[config.mk]
export PLATFORM = sky130hd
export DESIGN_NAME = prio_irq_ctrl
export DESIGN_NICKNAME = d
export VERILOG_FILES = /design/src/rtl/prio_irq_pkg.sv /design/src/rtl/irq_src_bank.sv /design/src/rtl/irq_prio_enc.sv /design/src/rtl/irq_lvl_gate.sv /design/src/rtl/irq_ack_dec.sv /design/src/rtl/prio_irq_ctrl.sv
export SDC_FILE = /design/constraint.sdc
export NUM_CORES = 1
export LEC_CHECK = 0
export ABC_AREA = 1
export BUFFER_PORTS_ARGS = -buffer_cell sky130_fd_sc_hd__buf_2
export CELL_PAD_IN_SITES_DETAIL_PLACEMENT = 1
export CELL_PAD_IN_SITES_GLOBAL_PLACEMENT = 2
export CORE_MARGIN = 1
export CORE_UTILIZATION = 20
export CTS_BUF_LIST = sky130_fd_sc_hd__clkbuf_2
export CTS_CLUSTER_DIAMETER = 30
export CTS_CLUSTER_SIZE = 8
export DETAILED_ROUTE_END_ITERATION = 12
export GPL_ROUTABILITY_DRIVEN = 0
export PLACE_DENSITY = 0.89
export SYNTH_ARGS = -nofsm -noshare
export SYNTH_HDL_FRONTEND = slang
export SYNTH_SLANG_ARGS = --single-unit
[constraint.sdc]
create_clock -name clk_i -period 5.7 [get_ports clk_i]
set_clock_uncertainty 0.1 [all_clocks]
set_input_delay 0.285 -clock clk_i [delete_from_list [all_inputs] [get_ports clk_i]]
set_output_delay 0.285 -clock clk_i [all_outputs]
set_load 0.05 [all_outputs]
[src/rtl/prio_irq_pkg.sv]
package prio_irq_pkg;
  localparam int unsigned BUS_W   = 32;
  localparam int unsigned VEC_W   = 8;
  localparam int unsigned INFO_W  = 16;
  localparam int unsigned VEC_LSB = 16;
endpackage

[src/rtl/irq_src_bank.sv]
module irq_src_bank #(
  parameter int unsigned NSRC = 8
) (
  input  logic            clk_i,
  input  logic            rst_ni,
  input  logic [NSRC-1:0] ready_i,
  input  logic            en_we_i,
  input  logic [NSRC-1:0] en_wdata_i,
  input  logic [NSRC-1:0] clr_i,
  output logic [NSRC-1:0] pend_o
);
  logic [NSRC-1:0] req_q, en_q;

  // a fresh ready event outranks the acknowledge clear
  always_ff @(posedge clk_i or negedge rst_ni) begin
    if (!rst_ni) begin
      req_q <= '0;
      en_q  <= '0;
    end else begin
      req_q <= (req_q & ~clr_i) | ready_i;
      if (en_we_i) en_q <= en_wdata_i;
    end
  end

  assign pend_o = req_q & en_q;

  AST_REQ_STICKY: assert property (@(posedge clk_i) disable iff (!rst_ni)
    1'b1 |=> ((req_q & $past(req_q & ~clr_i)) == $past(req_q & ~clr_i)));
  AST_READY_SETS: assert property (@(posedge clk_i) disable iff (!rst_ni)
    1'b1 |=> ((req_q & $past(ready_i)) == $past(ready_i)));
endmodule

[src/rtl/irq_prio_enc.sv]
module irq_prio_enc #(
  parameter int unsigned LVL_W = 3,
  localparam int unsigned NSRC = 1 << LVL_W
) (
  input  logic [NSRC-1:0]  act_i,
  output logic             any_o,
  output logic [LVL_W-1:0] idx_o
);
  // later (higher) index overrides earlier ones
  always_comb begin
    idx_o = '0;
    for (int i = 0; i < NSRC; i++) begin
      if (act_i[i]) idx_o = LVL_W'(i);
    end
  end

  assign any_o = |act_i;
endmodule

[src/rtl/irq_lvl_gate.sv]
module irq_lvl_gate #(
  parameter int unsigned LVL_W = 3
) (
  input  logic             clk_i,
  input  logic             rst_ni,
  input  logic             any_i,
  input  logic [LVL_W-1:0] idx_i,
  input  logic             lvl_we_i,
  input  logic [LVL_W:0]   lvl_wdata_i,
  input  logic             take_i,
  output logic             irq_o
);
  logic [LVL_W:0] lvl_q, cand;

  assign cand = {1'b0, idx_i} + 1'b1;

  always_ff @(posedge clk_i or negedge rst_ni) begin
    if (!rst_ni)       lvl_q <= '0;
    else if (take_i)   lvl_q <= cand;
    else if (lvl_we_i) lvl_q <= lvl_wdata_i;
  end

  assign irq_o = any_i && (cand > lvl_q);

  AST_LVL_ON_ACK: assert property (@(posedge clk_i) disable iff (!rst_ni)
    take_i |=> (lvl_q == $past(cand)));
  AST_LVL_WRITE: assert property (@(posedge clk_i) disable iff (!rst_ni)
    (lvl_we_i && !take_i) |=> (lvl_q == $past(lvl_wdata_i)));
  AST_NO_REENTRY: assert property (@(posedge clk_i) disable iff (!rst_ni)
    take_i |=> !(irq_o && (idx_i == $past(idx_i))));
endmodule

[src/rtl/irq_ack_dec.sv]
module irq_ack_dec
  import prio_irq_pkg::*;
#(
  parameter int unsigned LVL_W = 3,
  localparam int unsigned NSRC = 1 << LVL_W
) (
  input  logic                   take_i,
  input  logic [LVL_W-1:0]       idx_i,
  input  logic [NSRC*VEC_W-1:0]  vec_i,
  input  logic [NSRC*INFO_W-1:0] info_i,
  output logic [NSRC-1:0]        src_ack_o,
  output logic [BUS_W-1:0]       data_o
);
  for (genvar g = 0; g < NSRC; g++) begin : g_dec
    assign src_ack_o[g] = take_i && (idx_i == LVL_W'(g));
  end

  logic [VEC_W-1:0]  vec_sel;
  logic [INFO_W-1:0] info_sel;
  assign vec_sel  = vec_i[idx_i*VEC_W +: VEC_W];
  assign info_sel = info_i[idx_i*INFO_W +: INFO_W];

  always_comb begin
    data_o = '0;
    if (take_i) begin
      data_o[VEC_LSB +: VEC_W] = vec_sel;
      data_o[INFO_W-1:0]       = info_sel;
    end
  end
endmodule

[src/rtl/prio_irq_ctrl.sv]
module prio_irq_ctrl
  import prio_irq_pkg::*;
#(
  parameter int unsigned LVL_W = 3,
  localparam int unsigned NSRC = 1 << LVL_W
) (
  input  logic                   clk_i,
  input  logic                   rst_ni,
  input  logic [NSRC-1:0]        ready_i,
  input  logic                   en_we_i,
  input  logic [NSRC-1:0]        en_wdata_i,
  input  logic                   lvl_we_i,
  input  logic [LVL_W:0]         lvl_wdata_i,
  input  logic [NSRC*VEC_W-1:0]  vec_i,
  input  logic [NSRC*INFO_W-1:0] info_i,
  input  logic                   iack_i,
  output logic                   irq_o,
  output logic [NSRC-1:0]        src_ack_o,
  output logic [BUS_W-1:0]       data_o
);
  logic [NSRC-1:0]  pend;
  logic             any;
  logic [LVL_W-1:0] win;
  logic             take;

  assign take = iack_i && irq_o;

  irq_src_bank #(.NSRC(NSRC)) u_bank (
    .clk_i      (clk_i),
    .rst_ni     (rst_ni),
    .ready_i    (ready_i),
    .en_we_i    (en_we_i),
    .en_wdata_i (en_wdata_i),
    .clr_i      (src_ack_o),
    .pend_o     (pend)
  );

  irq_prio_enc #(.LVL_W(LVL_W)) u_enc (
    .act_i (pend),
    .any_o (any),
    .idx_o (win)
  );

  irq_lvl_gate #(.LVL_W(LVL_W)) u_lvl (
    .clk_i       (clk_i),
    .rst_ni      (rst_ni),
    .any_i       (any),
    .idx_i       (win),
    .lvl_we_i    (lvl_we_i),
    .lvl_wdata_i (lvl_wdata_i),
    .take_i      (take),
    .irq_o       (irq_o)
  );

  irq_ack_dec #(.LVL_W(LVL_W)) u_dec (
    .take_i    (take),
    .idx_i     (win),
    .vec_i     (vec_i),
    .info_i    (info_i),
    .src_ack_o (src_ack_o),
    .data_o    (data_o)
  );

  AST_ACK_ONEHOT: assert property (@(posedge clk_i) disable iff (!rst_ni)
    $onehot0(src_ack_o));
  AST_ACK_ONLY_PENDING: assert property (@(posedge clk_i) disable iff (!rst_ni)
    (src_ack_o & ~pend) == '0);
  AST_IRQ_NEEDS_PEND: assert property (@(posedge clk_i) disable iff (!rst_ni)
    irq_o |-> (pend != '0));
  AST_WIN_IS_TOP: assert property (@(posedge clk_i) disable iff (!rst_ni)
    any |-> ((pend >> win) == NSRC'(1)));
  AST_QUIET_BUS: assert property (@(posedge clk_i) disable iff (!rst_ni)
    !take |-> (data_o == '0 && src_ack_o == '0));
  AST_ACK_CLEARS: assert property (@(posedge clk_i) disable iff (!rst_ni)
    ((src_ack_o != '0) && ((src_ack_o & ready_i) == '0)) |=> ((pend & $past(src_ack_o)) == '0));
endmodule

==> flow_metrics.env, run 1 <==
export IMPL_dpl_hpwl_um=14200
export IMPL_slew_viol_final=0
export IMPL_r2r_slack_ps=1810
export IMPL_viasPerCell=4.22
export IMPL_die_w_um=141
export IMPL_worstPathArrival_ps=4410
export IMPL_critPathMaxFanout=53
export IMPL_final_nets=1192
export IMPL_hold_viol=0
export IMPL_yosysSeqAreaShare=0.130
export IMPL_hp_class="in -> reg"
export IMPL_setup_viol=0
export IMPL_clock_sinks=20
export IMPL_crit_path_max_incr_delay_ps=520
export IMPL_drtIter0Drc=194
export IMPL_wl_per_cell_um=14.6
export IMPL_port_buffers=249
export IMPL_dieArea_mm2=0.0199
export IMPL_synth_adder_area_share=0.0324
export IMPL_path_class="reg -> out"
export IMPL_tightest_slew_ps=780
export IMPL_rr_worst_depth=12
export IMPL_synth_top_family_by_area="simple AND/OR/NAND/NOR gates"
export IMPL_fill_cells=2639
export IMPL_clk_pin_slew_ps=210
export IMPL_crit_end="data_o[22]"
export IMPL_core_area_mm2=0.0188
export IMPL_fin_setup_tns_ps=0
export IMPL_crit_slowest_cell="inv_2"
export IMPL_grt_max_degree=73
export IMPL_initial_core_util=0.205
export IMPL_synth_compound_area_frac=0.0347
export IMPL_grtUsageTotal=0.176
export IMPL_min_period_ps=4800
export IMPL_cts_htree_levels=1
export IMPL_clk_latency_ps=330
export IMPL_io_pins=258
export IMPL_grt_pass1_vias=5141
export IMPL_fp_row_count=50
export IMPL_synth_area_mux_share=0.0233
export IMPL_yosysWarnings=0
export IMPL_status="complete, no violations"
export IMPL_cts_setup_buffers=0
export IMPL_ant_nets=0
export IMPL_startpoint="u_bank.req_q[7]"
export IMPL_tritoncts="built"
export IMPL_cp_end_kind="primary output"
export IMPL_area_growth_pct=36.6
export IMPL_peakVddDrop_uv=144
export IMPL_grt_overflow=0
export IMPL_fmax_mhz=208
export IMPL_synth_area_mm2=0.00386
export IMPL_start_kind="flop"
export IMPL_syn_instance_count=752
export IMPL_grt_pass1_wl_um=27500
export IMPL_die_y_um=141
export IMPL_cp_data_required_time_ps=5320
export IMPL_fin_util=0.280
export IMPL_path_common_cell="ha_1"
export IMPL_cts_root_buf="clkbuf_2"
export IMPL_dr_total_vias=5171
export IMPL_drt_pass1_iterations=4
export IMPL_synth_seq_cells=20
export IMPL_slew_limit_headroom=0.480
export IMPL_synth_cell_types=27
export IMPL_fin_crit_sh=0.842
export IMPL_antenna_found_initial=2
export IMPL_synthXorXnorAreaFrac=0
export IMPL_r2r_end="u_lvl.lvl_q[1]"
export IMPL_drc_errors=0
export IMPL_routed_wl_um=17900
export IMPL_crit_reg2reg_launch="u_bank.req_q[7]"
export IMPL_path_cells="nand2_4 > nand2_4 > ha_1 > ha_1 > ha_1 > nand2_1 > o21ai_0 > o21a_1 > nand3_2 > inv_2 > nand2_1 > nor2_1 > buf_2"
export IMPL_rsz0062_at_grt="no"
export IMPL_avgSynthCellArea_um2=5.13
export IMPL_drive_gt1_frac=0.287
export IMPL_yosys_area_share_simple=0.533
export IMPL_cap_viol_max_count=0
export IMPL_p_per_area_mw_per_mm2=313
export IMPL_leakage_uw=0.00350
export IMPL_cts_buffers=3
export IMPL_clockBufferDepth=2
-- worst max-delay path, delay by kind of cell, from the launching register on --
family                   cells  cell delay [ps]
AO/OA/AOI/OAI                2              330
buffers and inverters        2              820
adder cells (fa/ha/maj)      3              980
AND/OR/NAND/NOR              6             1460
flip-flops                   1              460
-- logic make-up after synthesis --
group | Yosys count
compound gates | 19
fa+ha+maj | 10
buf+inv | 225
flops | 20
mux | 8
other cells | 1
simple gates | 469
-- area by class of cell --
type                       count  area (µm²)  share of cell area
antenna                        1        2.50            0.000475
clock inverter                 1        30.0             0.00570
inverter                     170         638               0.121
sequential                    20         500              0.0949
clock buffer                   3        15.0             0.00285
tap                          260         325              0.0617
timing repair buffer         256        1300               0.247
multi-input combinational    514        2460               0.467
-- stage by stage --
stage	hold slack [ps]	setup WS (ps)	instances	cell area, µm²	total power (µW)
floorplan	-111	1650	759	3880	1220
global placement	157	1370	1219	5220	1540
detailed placement	180	1270	1219	5220	1570
CTS	12.6	865	1224	5270	1680
global route	3.74	451	1225	5270	1820
finish	21.8	900	1225	5270	1650
-- state kept, by name (all words and copies together), names as in the netlist --
signal and flops:
u_bank.en_q 8, u_lvl.lvl_q 4, u_bank.req_q 8
-- report_power, final --
part           internal [µW]  switching (µW)  total, µW
combinational            377             984       1360
clock                   60.5            49.5        110
sequential               167            12.9        180
total                    604            1050       1650
-- how the worst min path moves through the flow --
stage                           from         endpoint  slack (ps)  depth (start not counted)
final                     ready_i[0]  u_bank.req_q[0]          20                          2
after global routing      ready_i[6]  u_bank.req_q[6]           4                          2
after CTS                 ready_i[0]  u_bank.req_q[0]          10                          2
after detailed placement      rst_ni   u_bank.en_q[1]         180                          1
after global placement        rst_ni   u_bank.en_q[1]         160                          1
after floorplan               rst_ni   u_bank.en_q[0]        -110                          0
-- cells in the mapped netlist --
cell      number  area (µm²)
nand2_2        1        6.26
conb_1         1        3.75
nand3b_1      23         173
nand2_1      188         706
dfrtp_1       20         500
a21oi_2        1        8.76
o21ai_1        1        5.00
a211oi_1       1        7.51
buf_2         13        65.1
buf_4         15         113
inv_1        166         623
o211ai_1       4        30.0
buf_6          4        45.0
o21ai_0        1        5.00
nor2_1        99         372
nand2_4        1        11.3
nand3_1      150         751
buf_1          2        7.51
ha_1          10         125
o21bai_1       8        60.1
mux2_2         8        90.1
o21a_1         1        7.51
clkbuf_1      21        78.8
a21oi_1        2        10.0
inv_2          4        15.0
nand3_2        1        10.0
nor3_1         6        30.0
-- placed cells by master, fill, tap and decap left out, types with 8 or more instances in the layout --
cell type | netlist | routed
buf_2 | 13 | 249
conb_1 | 1 | 8
dfrtp_1 | 20 | 20
ha_1 | 10 | 10
inv_1 | 166 | 166
mux2_2 | 8 | 8
nand2_1 | 188 | 187
nand3_1 | 150 | 150
nand3b_1 | 23 | 23
nor2_1 | 99 | 98
o21bai_1 | 8 | 8
-- metal layers --
metal	global-route usage	up-vias	wire (µm)
li1	-	2667	-
met1	0.234	2328	8280
met2	0.299	156	8300
met3	0.0336	18	1100
met4	0.0280	2	165
met5	0	-	13
-- what timing repair did --
action,4_1_cts,5_1_grt
hold buffers,1,0
endpoints found under the hold margin,20,0
gates resized for setup,0,0
No activity file was read; power rests on OpenSTA's default activity.
==> run 2: changes to the inputs <==
CORE_UTILIZATION = 19   (was 20)
PLACE_DENSITY = 0.86   (was 0.89)
clock period = 4.8 ns   (was 5.7 ns; I/O delays follow)
==> flow_metrics.env, run 2 (synthesized netlist as in run 1, its figures left out) <==
export IMPL_hp_class="in -> reg"
export IMPL_cts_buffers=3
export IMPL_initial_core_util=0.196
export IMPL_cts_htree_levels=1
export IMPL_path_common_cell="nand2_1"
export IMPL_dpl_hpwl_um=14100
export IMPL_final_nets=1203
export IMPL_cap_viol_max_count=0
export IMPL_dr_total_vias=5204
export IMPL_drive_gt1_frac=0.286
export IMPL_design_area_mm2=0.00539
export IMPL_die_y_um=145
export IMPL_antenna_found_initial=2
export IMPL_clock_sinks=20
export IMPL_p_per_area_mw_per_mm2=369
export IMPL_drt_pass1_iterations=4
export IMPL_clockBufferDepth=2
export IMPL_crit_path_max_incr_delay_ps=590
export IMPL_fmax_mhz=240
export IMPL_cpLargestDelayFamily="buffers and inverters"
export IMPL_min_period_ps=4170
export IMPL_dpl_worst_slack_ps=1050
export IMPL_viasPerCell=4.19
export IMPL_core_area_mm2=0.0197
export IMPL_dieArea_mm2=0.0209
export IMPL_die_w_um=145
export IMPL_tritoncts="built"
export IMPL_start_kind="flop"
export IMPL_grtUsageTotal=0.170
export IMPL_area_growth_pct=39.6
export IMPL_leakage_uw=0.00355
export IMPL_mostFrequentLayoutCell="buf_2"
export IMPL_worstPathArrival_ps=3830
export IMPL_ant_nets=0
export IMPL_cp_data_required_time_ps=4460
export IMPL_grt_pass1_vias=5103
export IMPL_status="complete, no violations"
export IMPL_layout_common_cells="buf_2, nand2_1, inv_1"
export IMPL_fin_setup_tns_ps=0
export IMPL_setup_slack_ps=634
export IMPL_grt_max_degree=79
export IMPL_path_cells="nand2_4 > buf_4 > inv_1 > ha_1 > nand2_1 > o21ai_0 > o21a_1 > nand3_2 > inv_2 > nand2_1 > nor2_1 > buf_2"
export IMPL_drtIter0Drc=204
export IMPL_fill_cells=2750
export IMPL_port_buffers=249
export IMPL_cts_repair_resize_count=0
export IMPL_fp_row_count=51
export IMPL_cts_root_buf="clkbuf_2"
export IMPL_place_area_mm2=0.00524
export IMPL_cp_end_kind="primary output"
export IMPL_grt_overflow=0
export IMPL_rsz0062_at_grt="no"
export IMPL_path_class="reg -> out"
export IMPL_cts_hold_buf=7
export IMPL_io_pins=258
export IMPL_peakVddDrop_uv=187
export IMPL_top_regs="u_bank.en_q (8), u_bank.req_q (8), u_lvl.lvl_q (4)"
export IMPL_drc_errors=0
export IMPL_cts_setup_buffers=0
export IMPL_fin_crit_sh=0.868
export IMPL_routed_wl_um=18500
export IMPL_setup_viol=0
export IMPL_crit_slowest_cell="buf_4"
export IMPL_wl_per_cell_um=14.9
export IMPL_tightest_slew_ps=864
export IMPL_multi_input_area_mm2=0.00246
export IMPL_grt_pass1_wl_um=27400
export IMPL_crit_buf_inv=4
export IMPL_seq_area_um2=500
export IMPL_hold_viol=0
export IMPL_clk_pin_slew_ps=220
export IMPL_slew_viol_final=0
export IMPL_timing_hold_ws_ps=16.2
export IMPL_critPathMaxFanout=73
export IMPL_slew_limit_headroom=0.424
export IMPL_clk_latency_ps=330
run 2: path summary, 6_finish.rpt:
kind,startpoint,end,slack (ps),cells after the start
max,u_bank.req_q[7],data_o[22],630,12
min,en_wdata_i[0],u_bank.en_q[0],20,2
max reg2reg,u_bank.req_q[7],u_lvl.lvl_q[2],1410,11
min reg2reg,u_bank.en_q[6],u_bank.en_q[6],450,1
max in group asynchronous,rst_ni,u_lvl.lvl_q[0],3980,2
min in group asynchronous,rst_ni,u_bank.en_q[2],280,2
run 2: power breakdown:
group	internal [µW]	switching, µW
clock network	71.8	57.2
registers	198	15.5
logic	457	1190
total	727	1260
run 2: final cells by class:
cell class / instances / area share
multi-input combinational: 514 / 0.457
timing repair buffer: 267 / 0.261
inverter: 170 / 0.118
sequential: 20 / 0.0929
tap: 265 / 0.0616
clock inverter: 1 / 0.00557
clock buffer: 3 / 0.00279
antenna: 2 / 0.000929
run 2: metal layers:
| metal | track usage | vias to the layer above | part of all wire |
|---|---|---|---|
| met5 | 0 | - | 0 |
| met4 | 0.0393 | 0 | 0.013 |
| met3 | 0.0235 | 18 | 0.052 |
| met2 | 0.279 | 148 | 0.47 |
| met1 | 0.233 | 2349 | 0.47 |
| li1 | - | 2689 | - |
run 2: metrics by stage:
step                      cells   util  power [µW]
final                      1242  0.274        1990
after global placement     1226  0.266        1850
after floorplan             759      -        1450
after global routing       1242  0.274        2190
after detailed placement   1226  0.266        1880
after CTS                  1237  0.272        2020
==> run 3: changes to the inputs <==
CELL_PAD_IN_SITES_DETAIL_PLACEMENT = unset   (was 1)
CELL_PAD_IN_SITES_GLOBAL_PLACEMENT = unset   (was 2)
CORE_AREA = 2 2 100 102   (was unset)
CORE_MARGIN = unset   (was 1)
CORE_UTILIZATION = unset   (was 19)
DIE_AREA = 0 0 102 104   (was unset)
PLACE_DENSITY = 0.8   (was 0.86)
==> flow_metrics.env, run 3 (synthesized netlist as in run 1, its figures left out) <==
export IMPL_grt_pass1_wl_um=22200
export IMPL_area_growth_pct=36.5
export IMPL_dpl_hpwl_um=11000
export IMPL_cts_setup_buffers=0
export IMPL_fp_row_count=36
export IMPL_layout_common_cells="buf_2, nand2_1, inv_1"
export IMPL_place_area_mm2=0.00506
export IMPL_grt_max_degree=89
export IMPL_min_period_ps=4410
export IMPL_initial_core_util=0.404
export IMPL_final_nets=1208
export IMPL_start_kind="flop"
export IMPL_design_area_mm2=0.00527
export IMPL_hp_class="in -> reg"
export IMPL_clk_pin_slew_ps=230
export IMPL_slew_limit_headroom=0.418
export IMPL_core_area_mm2=0.00955
export IMPL_slew_viol_final=0
export IMPL_setup_viol=0
export IMPL_top_regs="u_bank.en_q (8), u_bank.req_q (8), u_lvl.lvl_q (4)"
export IMPL_dieArea_mm2=0.0106
export IMPL_drt_pass1_iterations=7
export IMPL_tritoncts="built"
export IMPL_cts_root_buf="clkbuf_2"
export IMPL_grt_pass1_vias=4621
export IMPL_drc_errors=0
export IMPL_cp_end_kind="primary output"
export IMPL_routed_wl_um=14800
export IMPL_mostFrequentLayoutCell="buf_2"
export IMPL_io_pins=258
export IMPL_status="complete, no violations"
export IMPL_fmax_mhz=227
export IMPL_cts_htree_levels=1
export IMPL_stdcell_count=1114
export IMPL_clk_latency_ps=350
export IMPL_tightest_slew_ps=873
export IMPL_hold_viol=0
export IMPL_leakage_uw=0.00357
export IMPL_clockBufferDepth=2
export IMPL_r2r_slack_ps=1170
export IMPL_grt_overflow=0
export IMPL_cap_viol_max_count=0
export IMPL_drive_gt1_frac=0.284
export IMPL_ant_nets=0
export IMPL_cp_data_required_time_ps=4460
export IMPL_dr_total_vias=5343
export IMPL_antenna_found_initial=2
export IMPL_fin_setup_tns_ps=0
export IMPL_timing_hold_ws_ps=45.7
export IMPL_path_class="reg -> out"
export IMPL_drtIter0Drc=370
export IMPL_fin_crit_sh=0.918
export IMPL_peakVddDrop_uv=319
export IMPL_cts_buffers=3
export IMPL_grtUsageTotal=0.262
export IMPL_viasPerCell=4.80
export IMPL_clock_sinks=20
export IMPL_die_y_um=104
export IMPL_wl_per_cell_um=13.2
export IMPL_p_per_area_mw_per_mm2=370
export IMPL_rsz0062_at_grt="no"
export IMPL_critPathMaxFanout=37
export IMPL_worstPathArrival_ps=4070
export IMPL_place_inst=1093
export IMPL_port_buffers=249
export IMPL_die_w_um=102
[run 3: cell count changes in the layout (fill, tap and decap cells not counted), sizes merged]
cell,delta
dlygate4sd3,+6
buf,-1
diode,-1
[run 3: path summary, 6_finish.rpt]
kind / from / endpoint / depth (start not counted)
min in group asynchronous: rst_ni / u_bank.req_q[1] / 2
worst min register to register: u_bank.en_q[1] / u_bank.en_q[1] / 1
worst max register to register: u_bank.req_q[1] / u_lvl.lvl_q[1] / 18
worst min-delay path: en_wdata_i[6] / u_bank.en_q[6] / 2
max in group asynchronous: rst_ni / u_bank.req_q[6] / 2
worst max-delay path: u_bank.req_q[1] / data_o[6] / 19
[run 3: what timing repair did]
| item | 4_1_cts | 5_1_grt |
|---|---|---|
| gates resized for setup | 0 | 0 |
| hold buffers | 8 | 8 |
| endpoints found under the hold margin | 27 | 8 |
[run 3: final cells by class]
class	count	area [µm²]
fill	1007	4280
antenna	1	2.50
clock buffer	3	15.0
tap	133	166
multi-input combinational	514	2450
sequential	20	500
inverter	170	638
clock inverter	1	30.0
timing repair buffer	272	1460
[run 3: through the flow]
step	util	worst slack [ps]	power, µW
after floorplan	-	778	1450
after global routing	0.551	25.8	2110
after CTS	0.543	453	1930
final	0.551	395	1950
after detailed placement	0.530	896	1800
after global placement	0.530	1070	1780
[run 3: worst max-delay path, cell delays in order, from the launching register on]
cell and delay (ps):
dfrtp_1 430, nand2_1 70, inv_2 40, nand2_1 60
nand2_1 50, nand2_1 50, nand2_1 80, nand2_4 80
nand2_4 210, ha_1 300, ha_1 320, ha_1 280
nand2_1 70, o21ai_0 200, o21a_1 190, nand3_2 260
inv_2 510, nand2_1 130, nor2_1 100, buf_2 270
[run 3: metal layers]
layer  vias up  share of wire  global-route usage
met5         -        0.00054                   0
met4         2          0.032              0.0657
met3        46          0.086              0.0363
met2       291           0.45               0.426
met1      2297           0.43               0.363
li1       2707              -                   -
[run 3: power by group]
part | internal (µW) | leakage, µW | switching (µW)
Combinational | 457 | 0.00333 | 1150
Clock | 71.8 | 0.0000266 | 60.2
Sequential | 198 | 0.000214 | 12.9
Total | 727 | 0.00357 | 1220
